## config.mk

```make
export PLATFORM = sky130hd
export DESIGN_NAME = dual_dac_wr_seq
export DESIGN_NICKNAME = d
export VERILOG_FILES = /design/src/rtl/dacseq_pkg.sv /design/src/rtl/dacseq_code_map.sv /design/src/rtl/dacseq_phase_timer.sv /design/src/rtl/dacseq_word_reg.sv /design/src/rtl/dual_dac_wr_seq.sv
export SDC_FILE = /design/constraint.sdc
export NUM_CORES = 1
export LEC_CHECK = 0
export BUFFER_PORTS_ARGS = -buffer_cell sky130_fd_sc_hd__buf_2
export CAP_MARGIN = 15
export CORE_MARGIN = 2
export CORE_UTILIZATION = 35
export DETAILED_ROUTE_END_ITERATION = 7
export PLACE_DENSITY = 0.57
export SLEW_MARGIN = 20
export SYNTH_ARGS = -nofsm -noshare
export SYNTH_HDL_FRONTEND = slang
export SYNTH_SLANG_ARGS = --single-unit
```

## constraint.sdc

```tcl
create_clock -name clk -period 5.1 [get_ports clk]
set_clock_uncertainty 0.2 [all_clocks]
set_input_delay 0.51 -clock clk [delete_from_list [all_inputs] [get_ports clk]]
set_output_delay 0.51 -clock clk [all_outputs]
set_load 0.01 [all_outputs]
```

## src/rtl/dacseq_pkg.sv

```systemverilog
package dacseq_pkg;

    localparam int CODE_W      = 8;
    localparam int STEP_W      = 5;
    localparam int STEP_LAST   = 31;

    typedef enum logic [2:0] {
        PH_IDLE,
        PH_ADDR,
        PH_STROBE,
        PH_HOLD,
        PH_DONE
    } phase_e;

    typedef struct packed {
        logic              chan_b;
        logic [CODE_W-1:0] code;
    } dac_word_t;

    // Round a nanosecond limit up to whole clock periods (period in ps).
    function automatic int ns_to_cycles(input int ns, input int period_ps);
        return (ns * 1000 + period_ps - 1) / period_ps;
    endfunction

    // Half-dB step count to ladder code: round(256 * 10^(-n/40)), max 255.
    function automatic logic [CODE_W-1:0] step_to_code(input logic [STEP_W-1:0] n);
        logic [CODE_W-1:0] c;
        case (n)
            5'd0:  c = 8'd255;  5'd1:  c = 8'd242;  5'd2:  c = 8'd228;  5'd3:  c = 8'd215;
            5'd4:  c = 8'd203;  5'd5:  c = 8'd192;  5'd6:  c = 8'd181;  5'd7:  c = 8'd171;
            5'd8:  c = 8'd162;  5'd9:  c = 8'd152;  5'd10: c = 8'd144;  5'd11: c = 8'd136;
            5'd12: c = 8'd128;  5'd13: c = 8'd121;  5'd14: c = 8'd114;  5'd15: c = 8'd108;
            5'd16: c = 8'd102;  5'd17: c = 8'd96;   5'd18: c = 8'd91;   5'd19: c = 8'd86;
            5'd20: c = 8'd81;   5'd21: c = 8'd76;   5'd22: c = 8'd72;   5'd23: c = 8'd68;
            5'd24: c = 8'd64;   5'd25: c = 8'd61;   5'd26: c = 8'd57;   5'd27: c = 8'd54;
            5'd28: c = 8'd51;   5'd29: c = 8'd48;   5'd30: c = 8'd46;   default: c = 8'd43;
        endcase
        return c;
    endfunction

endpackage

```

## src/rtl/dacseq_code_map.sv

```systemverilog
module dacseq_code_map
    import dacseq_pkg::*;
(
    input  logic              is_gain,
    input  logic [CODE_W-1:0] value,
    output logic [CODE_W-1:0] code
);
    logic [STEP_W-1:0] step_sat;

    always_comb begin
        if (value > CODE_W'(STEP_LAST)) step_sat = STEP_W'(STEP_LAST);
        else                            step_sat = value[STEP_W-1:0];
        code = is_gain ? step_to_code(step_sat) : value;
    end

    // Steps past the table end land on the deepest attenuation code.
    always_comb begin
        if (is_gain === 1'b1 && value > 8'd31 && value !== 'x)
            assert_gain_saturation_R10: assert (code == 8'd43);
    end

endmodule

```

## src/rtl/dacseq_phase_timer.sv

```systemverilog
module dacseq_phase_timer #(
    parameter int CNT_W = 6
) (
    input  logic             clk,
    input  logic             rst,
    input  logic             load,
    input  logic [CNT_W-1:0] load_val,
    output logic             expired
);
    logic [CNT_W-1:0] cnt;

    always_ff @(posedge clk) begin
        if (rst)               cnt <= '0;
        else if (load)         cnt <= load_val;
        else if (cnt != '0)    cnt <= cnt - 1'b1;
    end

    assign expired = (cnt == '0);

endmodule

```

## src/rtl/dacseq_word_reg.sv

```systemverilog
module dacseq_word_reg
    import dacseq_pkg::*;
(
    input  logic      clk,
    input  logic      rst,
    input  logic      capture,
    input  dac_word_t d,
    output dac_word_t q
);
    always_ff @(posedge clk) begin
        if (rst)          q <= '0;
        else if (capture) q <= d;
    end
endmodule

```

## src/rtl/dual_dac_wr_seq.sv

```systemverilog
module dual_dac_wr_seq
    import dacseq_pkg::*;
#(
    parameter int CLK_PERIOD_PS = 8000,
    parameter bit WIDE_TEMP     = 1'b0
) (
    input  logic       clk,
    input  logic       rst,
    input  logic       req_valid,
    output logic       req_ready,
    input  logic       req_chan,
    input  logic       req_is_gain,
    input  logic [7:0] req_value,
    output logic       busy,
    output logic       done,
    output logic       dac_cs_n,
    output logic       dac_wr_n,
    output logic       dac_sel_b,
    output logic [7:0] dac_db
);
    localparam int SETUP_NS  = WIDE_TEMP ? 210 : 160;
    localparam int PULSE_NS  = WIDE_TEMP ? 210 : 150;
    localparam int HOLD_NS   = 10;
    localparam int SETUP_CYC = ns_to_cycles(SETUP_NS, CLK_PERIOD_PS);
    localparam int PULSE_CYC = ns_to_cycles(PULSE_NS, CLK_PERIOD_PS);
    localparam int HOLD_CYC  = ns_to_cycles(HOLD_NS, CLK_PERIOD_PS);
    localparam int ADDR_CYC  = (SETUP_CYC > PULSE_CYC) ? SETUP_CYC - PULSE_CYC : 1;
    localparam int MAX_CYC   = (PULSE_CYC > ADDR_CYC) ? PULSE_CYC : ADDR_CYC;
    localparam int CNT_W     = $clog2(MAX_CYC + 1);

    phase_e            phase;
    logic              accept;
    logic              t_load;
    logic [CNT_W-1:0]  t_val;
    logic              t_expired;
    logic [CODE_W-1:0] mapped_code;
    dac_word_t         word_in, word_q;

    assign req_ready = (phase == PH_IDLE);
    assign accept    = req_valid && req_ready;

    dacseq_code_map u_map (
        .is_gain (req_is_gain),
        .value   (req_value),
        .code    (mapped_code)
    );

    assign word_in = '{chan_b: req_chan, code: mapped_code};

    dacseq_word_reg u_word (
        .clk     (clk),
        .rst     (rst),
        .capture (accept),
        .d       (word_in),
        .q       (word_q)
    );

    dacseq_phase_timer #(.CNT_W(CNT_W)) u_timer (
        .clk      (clk),
        .rst      (rst),
        .load     (t_load),
        .load_val (t_val),
        .expired  (t_expired)
    );

    // Timer reload at every phase entry, loaded with length minus one.
    always_comb begin
        t_load = 1'b0;
        t_val  = '0;
        unique case (phase)
            PH_IDLE:   if (accept)    begin t_load = 1'b1; t_val = CNT_W'(ADDR_CYC - 1);  end
            PH_ADDR:   if (t_expired) begin t_load = 1'b1; t_val = CNT_W'(PULSE_CYC - 1); end
            PH_STROBE: if (t_expired) begin t_load = 1'b1; t_val = CNT_W'(HOLD_CYC - 1);  end
            default:   ;
        endcase
    end

    always_ff @(posedge clk) begin
        if (rst) begin
            phase <= PH_IDLE;
        end else begin
            unique case (phase)
                PH_IDLE:   if (accept)    phase <= PH_ADDR;
                PH_ADDR:   if (t_expired) phase <= PH_STROBE;
                PH_STROBE: if (t_expired) phase <= PH_HOLD;
                PH_HOLD:   if (t_expired) phase <= PH_DONE;
                default:                  phase <= PH_IDLE;
            endcase
        end
    end

    assign busy      = (phase == PH_ADDR) || (phase == PH_STROBE) || (phase == PH_HOLD);
    assign done      = (phase == PH_DONE);
    assign dac_cs_n  = !busy;
    assign dac_wr_n  = (phase != PH_STROBE);
    assign dac_sel_b = word_q.chan_b;
    assign dac_db    = word_q.code;

    // ---------------- checker state and assertions ----------------
    logic        past_ok;
    logic [15:0] cs_low_cnt, wr_low_cnt, tail_cnt;

    always_ff @(posedge clk) begin
        if (rst) begin
            past_ok    <= 1'b0;
            cs_low_cnt <= '0;
            wr_low_cnt <= '0;
            tail_cnt   <= '0;
        end else begin
            past_ok    <= 1'b1;
            cs_low_cnt <= dac_cs_n ? '0 : cs_low_cnt + 1'b1;
            wr_low_cnt <= dac_wr_n ? '0 : wr_low_cnt + 1'b1;
            tail_cnt   <= (dac_cs_n || !dac_wr_n) ? '0 : tail_cnt + 1'b1;
        end
    end

    assert_strobe_in_select_R3: assert property (@(posedge clk) disable iff (rst || !past_ok)
        !dac_wr_n |-> !dac_cs_n);

    assert_setup_window_R3: assert property (@(posedge clk) disable iff (rst || !past_ok)
        $rose(dac_wr_n) |-> (cs_low_cnt >= 16'(SETUP_CYC)));

    assert_strobe_width_R4: assert property (@(posedge clk) disable iff (rst || !past_ok)
        $rose(dac_wr_n) |-> (wr_low_cnt == 16'(PULSE_CYC)));

    assert_hold_window_R5: assert property (@(posedge clk) disable iff (rst || !past_ok)
        $rose(dac_cs_n) |-> (tail_cnt >= 16'(HOLD_CYC)));

    assert_bus_stable_R5: assert property (@(posedge clk) disable iff (rst || !past_ok)
        (!dac_cs_n && $past(!dac_cs_n)) |-> ($stable(dac_db) && $stable(dac_sel_b)));

    assert_done_after_busy_R6: assert property (@(posedge clk) disable iff (rst || !past_ok)
        $fell(busy) |-> done);

    assert_done_single_R6: assert property (@(posedge clk) disable iff (rst || !past_ok)
        done |=> !done);

    assert_busy_blocks_R11: assert property (@(posedge clk) disable iff (rst || !past_ok)
        busy |-> !req_ready);

endmodule

```

# Yosys cells after proc, flatten, opt, wreduce, memory -nomap -nowiden
# Memory sizes are Yosys's and may differ from the RTL's.
# Cells that the tools add are included.
# W data, S select, Z words.
# totals
reg_bits	17
latch_bits	0
ram_bits	0
mem_bits_ro	256
output_inout_bits	14
wordCells	41
mem_count	1
# memory_table
name	words	word_bits	rd	rd_ports_with_merged_regs	write_ports	line_no	source
(no name shown)	32	8	1	0	0	dacseq_pkg.sv:28	case (n)
# op_classes
addsub	1
mul	0
div	0
n_lt_le_gt_ge	1
n_eq_ne	9
shifts	0
mux	15
bitwise_logic	0
n_reduce_logical	10
# ops
op	count
$mux W5	4
$mux W3	4
$pmux W3 S4	1
$pmux W5 S2	1
$gt A8 B5 Y1 const B	1
$mux W8	1
$eq A3 B2 Y1 const B	2
$ne A2 B2 Y1 const B	3
$logic_not A5 Y1	1
$reduce_bool A5 Y1	1
$sub A5 B1 Y5 const B	1
$reduce_and A4 Y1	1
$eq A3 B1 Y1 const B	1
$eq A3 B3 Y1 const B	1
$logic_not A3 Y1	1
$mux W1	3
$ne A3 B2 Y1 const B	1
$logic_or A1 B1 Y1	2
$ne A2 B1 Y1 const B	1
$pmux W1 S2	1
$reduce_bool A2 Y1	1
$reduce_or A2 Y1	1
$logic_and A1 B1 Y1	1
$logic_not A1 Y1	1

# Depth between registers and ports, before layout
# depth
ltp_word	5
mapped_depth	10

# By module
# A second synthesis with hierarchy kept.
# unflattened
hier_cells	192
area_unflattened_um2	1452.6
# modules_own_cells
mod	instances	cells_each	area_each_um2	seq_area_each_um2
dacseq_code_map	1	105	644.4	0.0
dacseq_word_reg	1	29	319.1	180.2
dacseq_phase_timer	1	32	287.8	100.1
dual_dac_wr_seq	1	26	201.4	60.1

# Least setup slack after synthesis
# No wires, ideal clock.
# synth_path
path_type	input -> register
from	input req_value[6]
to	register u_word.q[2] in the netlist's numbering
setup_time_ps	134
arrival_ps	2430
required_time_ps	4766
slack_ps	2336
stages	9
path_cell_list	or3_1 buf_6 nor2_1 inv_1 ha_1 mux2_2 a2111o_1 o2111ai_1 a211oi_1
# synth_between
elab_chain_cells	4
# synth_rtl
item	line_no	source
from (decl)	dual_dac_wr_seq.sv:13	input logic [7:0] req_value,
$gt A8 B5 Y1	n/a	
$mux W5	dacseq_code_map.sv:11	if (value > CODE_W'(STEP_LAST)) step_sat = STEP_W'(STEP_LAST);
$mem_v2 Z32 W8	n/a	
$mux W8	dacseq_code_map.sv:13	code = is_gain ? step_to_code(step_sat) : value;
to (signal assigned)	dacseq_word_reg.sv:11	if (rst) q <= '0;
to (signal assigned)	dacseq_word_reg.sv:12	else if (capture) q <= d;
to (decl)	dacseq_word_reg.sv:8	output dac_word_t q
# Every way passes these cells.
# A chain may end at the register's enable or synchronous reset.

# Worst setup path after layout
# Same ends and word-level chain as after synthesis.

==> results.ini <==
[worst_setup_path]
cpPeakStageDelay_ns=0.57
crit_slowest_cell=or3_1
cp_max_fo=10
worstPathRequired_ns=5.03
arrival_ns=2.83
startpoint_type=primary input
path_cells=buf_2, or3_1, nor2_1, inv_1, ha_1, mux2_2, a2111o_1, o2111ai_1, a211oi_1
critical_path.endpoint_type=register
critical_path_class=primary input to register

[job]
maxCapViolCount=0

[timing]
fin_crit_ns=2.898
hold_viol=0
rsz0062_at_grt=false
max_freq_mhz=345.1
setup_viol=0
setup_tns_ns=0
relSlewSlack_pct=45.62
worstMarginPinSlew_ns=0.8094
final_max_slew_viol_count=0
fin_crit_sh_pct=56.82

[grt]
overflow=0
grt_use_total_pct=16.35
grt_max_degree=28
grt_pass1_vias=1303
grt_pass1_wl_um=5920
antenna_found_initial=0

[detailed_routing]
avgRoutedWirePerCell_um=14.05
drt_iter0_markers=34
drc=0
vias=1369
vias_per_cell=5.454
antenna_left=0
wl_um=3527
dr.pass1.iters=4

[floorplan]
die_width_um=68.09
dieArea_sq_um=4636
fp.coreArea_sq_um=3971
ios=27
initial_core_util_pct=36.20
die_h_um=68.09
rows=23

[clocking]
h-tree-depth=1
post_cts_resized=0
path_clk_slew_ns=0.07
postCtsSetupRepairBufs=0
postCtsHoldBufs=0
max-clock-path-buffers=2
cts_root_buffer=clkbuf_8
cts_made_buffers=3
clock_latency_ns=0.25
cts_tree=yes
cts.sinks=17

[final_layout]
fin_util_pct=40.33
area_growth_pct=11.40
drive_gt1_share_pct=21.39
final_net_count=224
n_fill_cell=437
n_antenna_cell=0
final_cell_mix=26 x buf_2, 22 x nor2_1, 17 x dfxtp_1
layout_commonest_cell=buf_2

[logic_synthesis]
syn_inst=185
synth_flop_cell=dfxtp_1
synthArstFlopShare_pct=0
synth.top_cell.area_share_pct=23.67
synth.distinct_cells=52
avgSynthCellArea_sq_um=7.771
synthesis.area_sq_um=1438
synth-seq-cells=17
synth-seq-area-share_pct=23.67
yosys-top-cells-area=dfxtp_1 24%, ha_1 7.8%, nor2_1 5.7%, a21oi_1 3.8%, nor3_1 3.8%
yosysWarnings=0
synth_largest_area_cell=dfxtp_1
synth-edff-count=0
synth.net_count=207

[power]
peakVddDrop_mv=0.1154
power_density_nw_per_um2=395.0
leakagePower_nw=0.6125
finalPower_mw=0.6326

[place]
port_buffers=26
dpl.hpwl_um=2648
gp_congestion=0.8197

[hold_path]
min_path_type=register to register

[run_status]
status=finished clean

-- where the power goes --
group	leakage [nW]	internal [mW]	switching, mW
registers	0.140	0.174	0.0333
logic	0.447	0.140	0.186
clock network	0.0255	0.0542	0.0459
total	0.613	0.368	0.265
-- final cells by class --
cell class | count | area (sq um) | area share, %
flip-flops and latches | 17 | 340.3 | 21.25
clock buffers | 3 | 41.29 | 2.578
multi-input cells | 144 | 984.7 | 61.48
well taps | 50 | 62.56 | 3.906
repair buffers | 26 | 130.1 | 8.125
inverters | 10 | 37.54 | 2.344
clock inverters | 1 | 5.005 | 0.3125
-- sequential cells by signal, summed over array words and instances (netlist names) --
signal / count
u_timer.cnt: 5
u_word.q: 9
phase: 3
-- worst paths after layout --
check | from | to | slack [ns] | cells after the start
hold / removal | u_word.q[5] | u_word.q[5] | 0.25 | 2
hold reg to reg | u_word.q[5] | u_word.q[5] | 0.25 | 2
setup / recovery | req_value[6] | u_word.q[2] | 2.20 | 9
setup reg to reg | phase[0] | u_word.q[4] | 3.22 | 5
-- per-stage QoR --
stage | instances | hold slack (ns) | setup slack [ns] | cell area, sq um
floorplan | 185 | 0.2738 | 2.336 | 1438
global placement | 247 | 0.2423 | 1.998 | 1555
detailed placement | 247 | 0.2463 | 1.942 | 1555
CTS | 251 | 0.2551 | 2.208 | 1602
global route | 251 | 0.2799 | 2.060 | 1602
finish | 251 | 0.2514 | 2.202 | 1602
-- synthesized netlist by cell type, drive strengths merged (3+ instances only) --
library cell	n
clkbuf	3
a211oi	6
nand3	4
a2111oi	4
nand2	12
a21oi	11
xnor2	4
nand2b	3
or3	6
dfxtp	17
mux2	4
nor3	11
o21ai	10
inv	10
nor2	23
ha	9
buf	11
and2	3
-- cell families after synthesis --
logic type                 after synthesis  share of synthesized area [%]
xor gates and xnor gates                 4                          2.437
and+or+nand+nor                         74                          25.94
adders and majority gates                9                          7.833
AOI/OAI and AO/OA                       52                          28.46
buffers and inverters                   24                          7.833
DFF                                     17                          23.67
muxes                                    5                          3.829
-- routing by layer --
| layer | global-route usage (%) | up-vias | share of wire (%) |
|---|---|---|---|
| met2 | 28.16 | 27 | 48 |
| li1 | - | 711 | - |
| met3 | 2.138 | 2 | 3.5 |
| met5 | 0 | - | 0 |
| met1 | 21.49 | 629 | 48 |
| met4 | 4.000 | 0 | 0.43 |
-- worst max-delay path: cells and delay by family --
kind	cells	cell delay, ns
simple gates	2	0.87
compound gates	3	0.59
fa+ha+maj	1	0.30
mux	1	0.29
buf+inv	2	0.26
No activity file was read; power rests on OpenSTA's default activity.
